$ cat src/rtl/tmr_pkg.sv
package tmr_pkg;

    localparam int DW    = 8;
    localparam int NB    = 2;
    localparam int CW    = DW * NB;
    localparam int AW    = 3;
    localparam int SYNC  = 2;

    typedef struct packed {
        logic ext_flag;
        logic ovf_flag;
        logic clko_en;
        logic ext_src;
        logic ext_en;
        logic cap_sel;
        logic run;
    } ctl_t;

    localparam int CTL_W = $bits(ctl_t);

    localparam logic [AW-1:0] A_CTL = '0;

    function automatic logic [AW-1:0] cnt_addr(input int b);
        return AW'(1 + b);
    endfunction

    function automatic logic [AW-1:0] rld_addr(input int b);
        return AW'(1 + NB + b);
    endfunction

endpackage

$ cat src/rtl/tmr_edge_sync.sv
module tmr_edge_sync #(
    parameter int STAGES = 2
) (
    input  logic clk,
    input  logic rst,
    input  logic pin,
    output logic fall
);
    logic [STAGES:0] hist_q;

    always_ff @(posedge clk) begin
        if (rst) hist_q <= '0;
        else     hist_q <= {hist_q[STAGES-1:0], pin};
    end

    assign fall = hist_q[STAGES] & ~hist_q[STAGES-1];
endmodule

$ cat src/rtl/tmr_core.sv
module tmr_core #(
    parameter int DW = 8,
    parameter int NB = 2
) (
    input  logic               clk,
    input  logic               rst,
    input  logic               inc,
    input  logic               reload_on_ovf,
    input  logic               trig_reload,
    input  logic               trig_capture,
    input  logic [NB-1:0]      wr_cnt,
    input  logic [NB-1:0]      wr_rld,
    input  logic [DW-1:0]      wdata,
    output logic [DW*NB-1:0]   cnt,
    output logic [DW*NB-1:0]   rld,
    output logic               ovf
);
    localparam int CW = DW * NB;

    logic [CW-1:0] cnt_q, rld_q, cnt_wr, rld_wr;

    always_comb begin
        cnt_wr = cnt_q;
        rld_wr = rld_q;
        for (int b = 0; b < NB; b++) begin
            if (wr_cnt[b]) cnt_wr[b*DW +: DW] = wdata;
            if (wr_rld[b]) rld_wr[b*DW +: DW] = wdata;
        end
    end

    assign ovf = inc & (&cnt_q);

    always_ff @(posedge clk) begin
        if (rst) begin
            cnt_q <= '0;
            rld_q <= '0;
        end else begin
            if (|wr_cnt)
                cnt_q <= cnt_wr;
            else if ((ovf && reload_on_ovf) || trig_reload)
                cnt_q <= rld_q;
            else if (inc)
                cnt_q <= cnt_q + CW'(1);

            if (|wr_rld)
                rld_q <= rld_wr;
            else if (trig_capture)
                rld_q <= cnt_q;
        end
    end

    assign cnt = cnt_q;
    assign rld = rld_q;
endmodule

$ cat src/rtl/tmr_clkout.sv
module tmr_clkout (
    input  logic clk,
    input  logic rst,
    input  logic flip,
    output logic q
);
    logic q_r;

    always_ff @(posedge clk) begin
        if (rst)       q_r <= 1'b0;
        else if (flip) q_r <= ~q_r;
    end

    assign q = q_r;
endmodule

$ cat src/rtl/cap_reload_timer.sv
module cap_reload_timer
    import tmr_pkg::*;
(
    input  logic          clk,
    input  logic          rst,
    input  logic          tick,
    input  logic          cnt_pin,
    input  logic          trig_pin,
    input  logic          baud_rx_req,
    input  logic          baud_tx_req,
    input  logic          wr_en,
    input  logic [AW-1:0] wr_addr,
    input  logic [DW-1:0] wr_data,
    input  logic [AW-1:0] rd_addr,
    output logic [DW-1:0] rd_data,
    output logic          irq,
    output logic          clk_out
);
    ctl_t          ctl_q, ctl_d;
    logic          wr_ctl, wr_cnt_any, wr_rld_any;
    logic [NB-1:0] wr_cnt, wr_rld;
    logic          cnt_fall, trig_fall, trig_evt, baud_any;
    logic          inc, ovf, reload_on_ovf, trig_reload, trig_capture;
    logic [CW-1:0] cnt, rld;

    // Address decode
    always_comb begin
        wr_ctl = wr_en && (wr_addr == A_CTL);
        for (int b = 0; b < NB; b++) begin
            wr_cnt[b] = wr_en && (wr_addr == cnt_addr(b));
            wr_rld[b] = wr_en && (wr_addr == rld_addr(b));
        end
    end
    assign wr_cnt_any = |wr_cnt;
    assign wr_rld_any = |wr_rld;

    // Pin synchronizers
    tmr_edge_sync #(.STAGES(SYNC)) u_cnt_sync (
        .clk(clk), .rst(rst), .pin(cnt_pin), .fall(cnt_fall));
    tmr_edge_sync #(.STAGES(SYNC)) u_trig_sync (
        .clk(clk), .rst(rst), .pin(trig_pin), .fall(trig_fall));

    // Mode resolution
    assign baud_any      = baud_rx_req | baud_tx_req;
    assign trig_evt      = ctl_q.ext_en & trig_fall;
    assign reload_on_ovf = baud_any | ~ctl_q.cap_sel;
    assign trig_reload   = trig_evt & ~ctl_q.cap_sel & ~baud_any;
    assign trig_capture  = trig_evt &  ctl_q.cap_sel & ~baud_any;
    assign inc           = ctl_q.run & (ctl_q.ext_src ? cnt_fall : tick);

    tmr_core #(.DW(DW), .NB(NB)) u_core (
        .clk(clk), .rst(rst), .inc(inc), .reload_on_ovf(reload_on_ovf),
        .trig_reload(trig_reload), .trig_capture(trig_capture),
        .wr_cnt(wr_cnt), .wr_rld(wr_rld), .wdata(wr_data),
        .cnt(cnt), .rld(rld), .ovf(ovf));

    tmr_clkout u_clkout (
        .clk(clk), .rst(rst), .flip(ovf & ctl_q.clko_en), .q(clk_out));

    // Control byte with sticky flags; a hardware set wins over a clear
    always_comb begin
        ctl_d = ctl_q;
        if (wr_ctl) ctl_d = ctl_t'(wr_data[CTL_W-1:0]);
        ctl_d.ovf_flag = ctl_d.ovf_flag | ovf;
        ctl_d.ext_flag = ctl_d.ext_flag | trig_evt;
    end

    always_ff @(posedge clk) begin
        if (rst) ctl_q <= '0;
        else     ctl_q <= ctl_d;
    end

    assign irq = ctl_q.ovf_flag | ctl_q.ext_flag;

    // Read mux
    always_comb begin
        rd_data = '0;
        if (rd_addr == A_CTL) rd_data = {{(DW-CTL_W){1'b0}}, ctl_q};
        for (int b = 0; b < NB; b++) begin
            if (rd_addr == cnt_addr(b)) rd_data = cnt[b*DW +: DW];
            if (rd_addr == rld_addr(b)) rd_data = rld[b*DW +: DW];
        end
    end
endmodule

$ cat config.mk
export PLATFORM = sky130hd
export DESIGN_NAME = cap_reload_timer
export DESIGN_NICKNAME = d
export VERILOG_FILES = /design/src/rtl/tmr_pkg.sv /design/src/rtl/tmr_edge_sync.sv /design/src/rtl/tmr_core.sv /design/src/rtl/tmr_clkout.sv /design/src/rtl/cap_reload_timer.sv
export SDC_FILE = /design/constraint.sdc
export NUM_CORES = 1
export LEC_CHECK = 0
export ABC_AREA = 1
export BUFFER_PORTS_ARGS = -buffer_cell sky130_fd_sc_hd__buf_4
export CAP_MARGIN = 30
export CORE_ASPECT_RATIO = 0.9
export CORE_MARGIN = 1
export CORE_UTILIZATION = 45
export DETAILED_ROUTE_END_ITERATION = 6
export PLACE_DENSITY = 0.69
export SLEW_MARGIN = 25
export SYNTH_ARGS = -nofsm -noshare
export SYNTH_HDL_FRONTEND = slang
export SYNTH_SLANG_ARGS = --single-unit
$ cat constraint.sdc
create_clock -name clk -period 2.7 [get_ports clk]
set_input_delay 0.675 -clock clk [delete_from_list [all_inputs] [get_ports clk]]
set_output_delay 0.675 -clock clk [all_outputs]
set_load 0.02 [all_outputs]
==> flow_metrics.env <==
export IMPL_io_pins=32
export IMPL_core_um2=6220
export IMPL_hold_ws_ns=0.406
export IMPL_avgSynthCellArea_um2=6.06
export IMPL_crit_arrival_ns=1.68
export IMPL_first_pass_iters=6
export IMPL_netlist_top_cells_area="dfxtp_1 (31%), nand2_1 (15%), nand3_1 (9.9%), nor2_1 (9.2%), inv_1 (7.3%)"
export IMPL_die_x_um=87.3
export IMPL_setup_viol=0
export IMPL_clk_pin_slew_ns=0.09
export IMPL_r2r_start="u_core.cnt[0]"
export IMPL_drt_total_wl_mm=9.23
export IMPL_placed_cell_area_um2=3320
export IMPL_post_drt_wl_per_cell_um=15.2
export IMPL_cp_end_kind="output port"
export IMPL_hold_start="u_cnt_sync.hist_q[0]"
export IMPL_cts_buffers_inserted=5
export IMPL_hold_end="u_cnt_sync.hist_q[1]"
export IMPL_syn_inst=486
export IMPL_hold_violations=0
export IMPL_row_count=27
export IMPL_ys_types=29
export IMPL_synth_warnings=0
export IMPL_worst_r2r_setup_slack_ns=0.50
export IMPL_path_class="in2out"
export IMPL_port_buffers=31
export IMPL_n_antenna_cell=0
export IMPL_required_ns=2.03
export IMPL_min_period_ns=2.36
export IMPL_overflow=0
export IMPL_cts_tree="done"
export IMPL_remaining_drc_errors=0
export IMPL_routed_top_layer="met4"
export IMPL_via_per_inst=5.33
export IMPL_start_kind="primary input"
export IMPL_min_path_type="reg2reg"
export IMPL_grt_antenna_before_repair=0
export IMPL_drv_cap=0
export IMPL_rsz0062_at_grt="false"
export IMPL_slew_viol_final=0
export IMPL_p_leak_uw=0.00157
export IMPL_tightest_slew_ns=0.562
export IMPL_htreeDepth=2
export IMPL_clock_latency_ns=0.31
export IMPL_synth_top_area_cell="dfxtp_1"
export IMPL_fin_setup_tns_ns=0
export IMPL_crit_fanout=8
export IMPL_fin_area_um2=3430
export IMPL_skew_ns=0.00750
export IMPL_dp_hpwl_mm=7.08
export IMPL_peakVddDrop_v=0.000275
export IMPL_track_usage_pct=29.3
export IMPL_min_path_cells=2
export IMPL_grt_pass1_wl_mm=15.2
export IMPL_cts_buffer_depth=2
export IMPL_outcome="finished clean"
export IMPL_maxSlewHeadroom_pct=62.5
export IMPL_netlist_area_leader_share_pct=31.3
export IMPL_wl_met3_um=937
export IMPL_nets=543
export IMPL_worst_r2r_path_depth=12
export IMPL_synth_seq_cells=46
export IMPL_seq_area_frac_synth_pct=31.3
export IMPL_die_area_um2=6870
export IMPL_cts_root_buf="clkbuf_8"
export IMPL_first_iter_violations=367
export IMPL_finalCritPeriodShare_pct=87.3
export IMPL_gp_congestion=0.929
export IMPL_layout_setup_ws_ns=0.342
export IMPL_clock_sinks=46
export IMPL_drive_above_1_share_pct=14.2
export IMPL_vias=3239
export IMPL_cts_setup_buffers=0
export IMPL_wl_met2_mm=3.71
export IMPL_start_util_pct=47.4
export IMPL_synthesis_nets=509
export IMPL_r2r_end="u_core.cnt[10]"
export IMPL_m1WireLength_mm=4.43
export IMPL_holdBufCountCts=0
export IMPL_fmax_mhz=424
export IMPL_die_h_um=78.7
export IMPL_final_antenna_net_count=0
export IMPL_grt_start_max_net_pins=26
export IMPL_grt_pass1_vias=2931
export IMPL_power_density_nw_per_um2=422
export IMPL_pre_cts_ws_ns=0.0542
export IMPL_area_delta_synth_final_pct=16.4
export IMPL_netlist_area_um2=2940
==> per-stage QoR <==
| stage | power (uW) | std cells | utilization [%] |
|---|---|---|---|
| finish | 1450 | 608 | 55.1 |
| global route | 1520 | 608 | 55.1 |
| CTS | 1450 | 608 | 55.0 |
| detailed placement | 995 | 600 | 53.4 |
| global placement | 989 | 599 | 53.0 |
| floorplan | 895 | 486 | - |
==> power breakdown <==
group / internal [uW] / total (uW) / switching, uW
registers: 707 / 737 / 29.6
logic: 96.6 / 249 / 153
clock network: 206 / 462 / 255
==> layout make-up <==
type                       count  area, um^2
multi-input combinational    359        1700
tap                           87         109
fill                         643        2790
sequential                    46         921
inverter                      65         244
timing repair buffer          43         355
clock buffer                   6        82.6
clock inverter                 2        12.5
==> kinds of logic (layout without fill, tap and decap cells) <==
| logic type | Yosys count | after routing | synth area share (%) |
|---|---|---|---|
| AOI/OAI and AO/OA | 76 | 76 | 14.1 |
| xor gates and xnor gates | 9 | 9 | 2.68 |
| adders and majority gates | 1 | 1 | 0.425 |
| buffers and inverters | 81 | 116 | 11.2 |
| DFF | 46 | 46 | 31.3 |
| and+or+nand+nor | 273 | 273 | 40.3 |
==> worst max path at each step <==
stage               startpoint    endpoint  cells past startpoint
CTS                 rd_addr[1]  rd_data[7]                      5
floorplan           rd_addr[0]  rd_data[7]                      4
detailed placement  rd_addr[1]  rd_data[7]                      5
global route        rd_addr[0]  rd_data[4]                      7
finish              rd_addr[1]  rd_data[7]                      5
global placement    rd_addr[1]  rd_data[7]                      5
==> sequential cells by signal, indices dropped and copies added, names as in the netlist <==
| register | count |
|---|---|
| u_core.cnt | 16 |
| u_core.rld | 16 |
| ctl_q | 7 |
| u_cnt_sync.hist_q | 3 |
| u_trig_sync.hist_q | 3 |
| u_clkout.q | 1 |
==> Yosys cell counts <==
master and n:
a21oi_1 26, a21oi_2 1, a221oi_1 7, a22oi_1 1
buf_1 1, buf_2 3, buf_6 3, clkbuf_1 9
clkinv_1 1, dfxtp_1 46, ha_1 1, inv_1 57
inv_2 7, nand2_1 120, nand2_2 4, nand2_4 1
nand3_1 58, nand3_2 2, nand4_1 4, nor2_1 72
nor2_2 1, nor2_4 4, nor3_1 6, nor4_2 1
o211ai_1 1, o21ai_0 29, o21ai_1 11, xnor2_1 1
xor2_1 8
==> cell usage in the layout, fill, tap and decap left out, types with 6 or more instances in the layout <==
cell type / instances
a21oi_1: 26
a221oi_1: 7
buf_4: 41
clkbuf_8: 6
dfxtp_1: 46
inv_1: 57
inv_2: 7
nand2_1: 120
nand3_1: 58
nor2_1: 72
o21ai_0: 29
o21ai_1: 11
xor2_1: 8
==> worst max-delay path: stages <==
cell	delay [ns]
buf_4	0.12
nor3_2	0.42
a22oi_1	0.18
o211ai_1	0.12
buf_4	0.17
==> per-layer routing <==
| layer | global-route usage [%] | vias to the layer above |
|---|---|---|
| met5 | 0 | - |
| met4 | 8.20 | 0 |
| met3 | 5.30 | 8 |
| met2 | 42.2 | 151 |
| met1 | 44.1 | 1456 |
| li1 | - | 1624 |
==> what timing repair did <==
action | 4_1_cts | 5_1_grt
endpoints found under the hold margin | 0 | 0
resized for setup | 0 | 2
setup endpoints to repair | 0 | 6
Note: power is estimated with default switching activity, not from simulation.
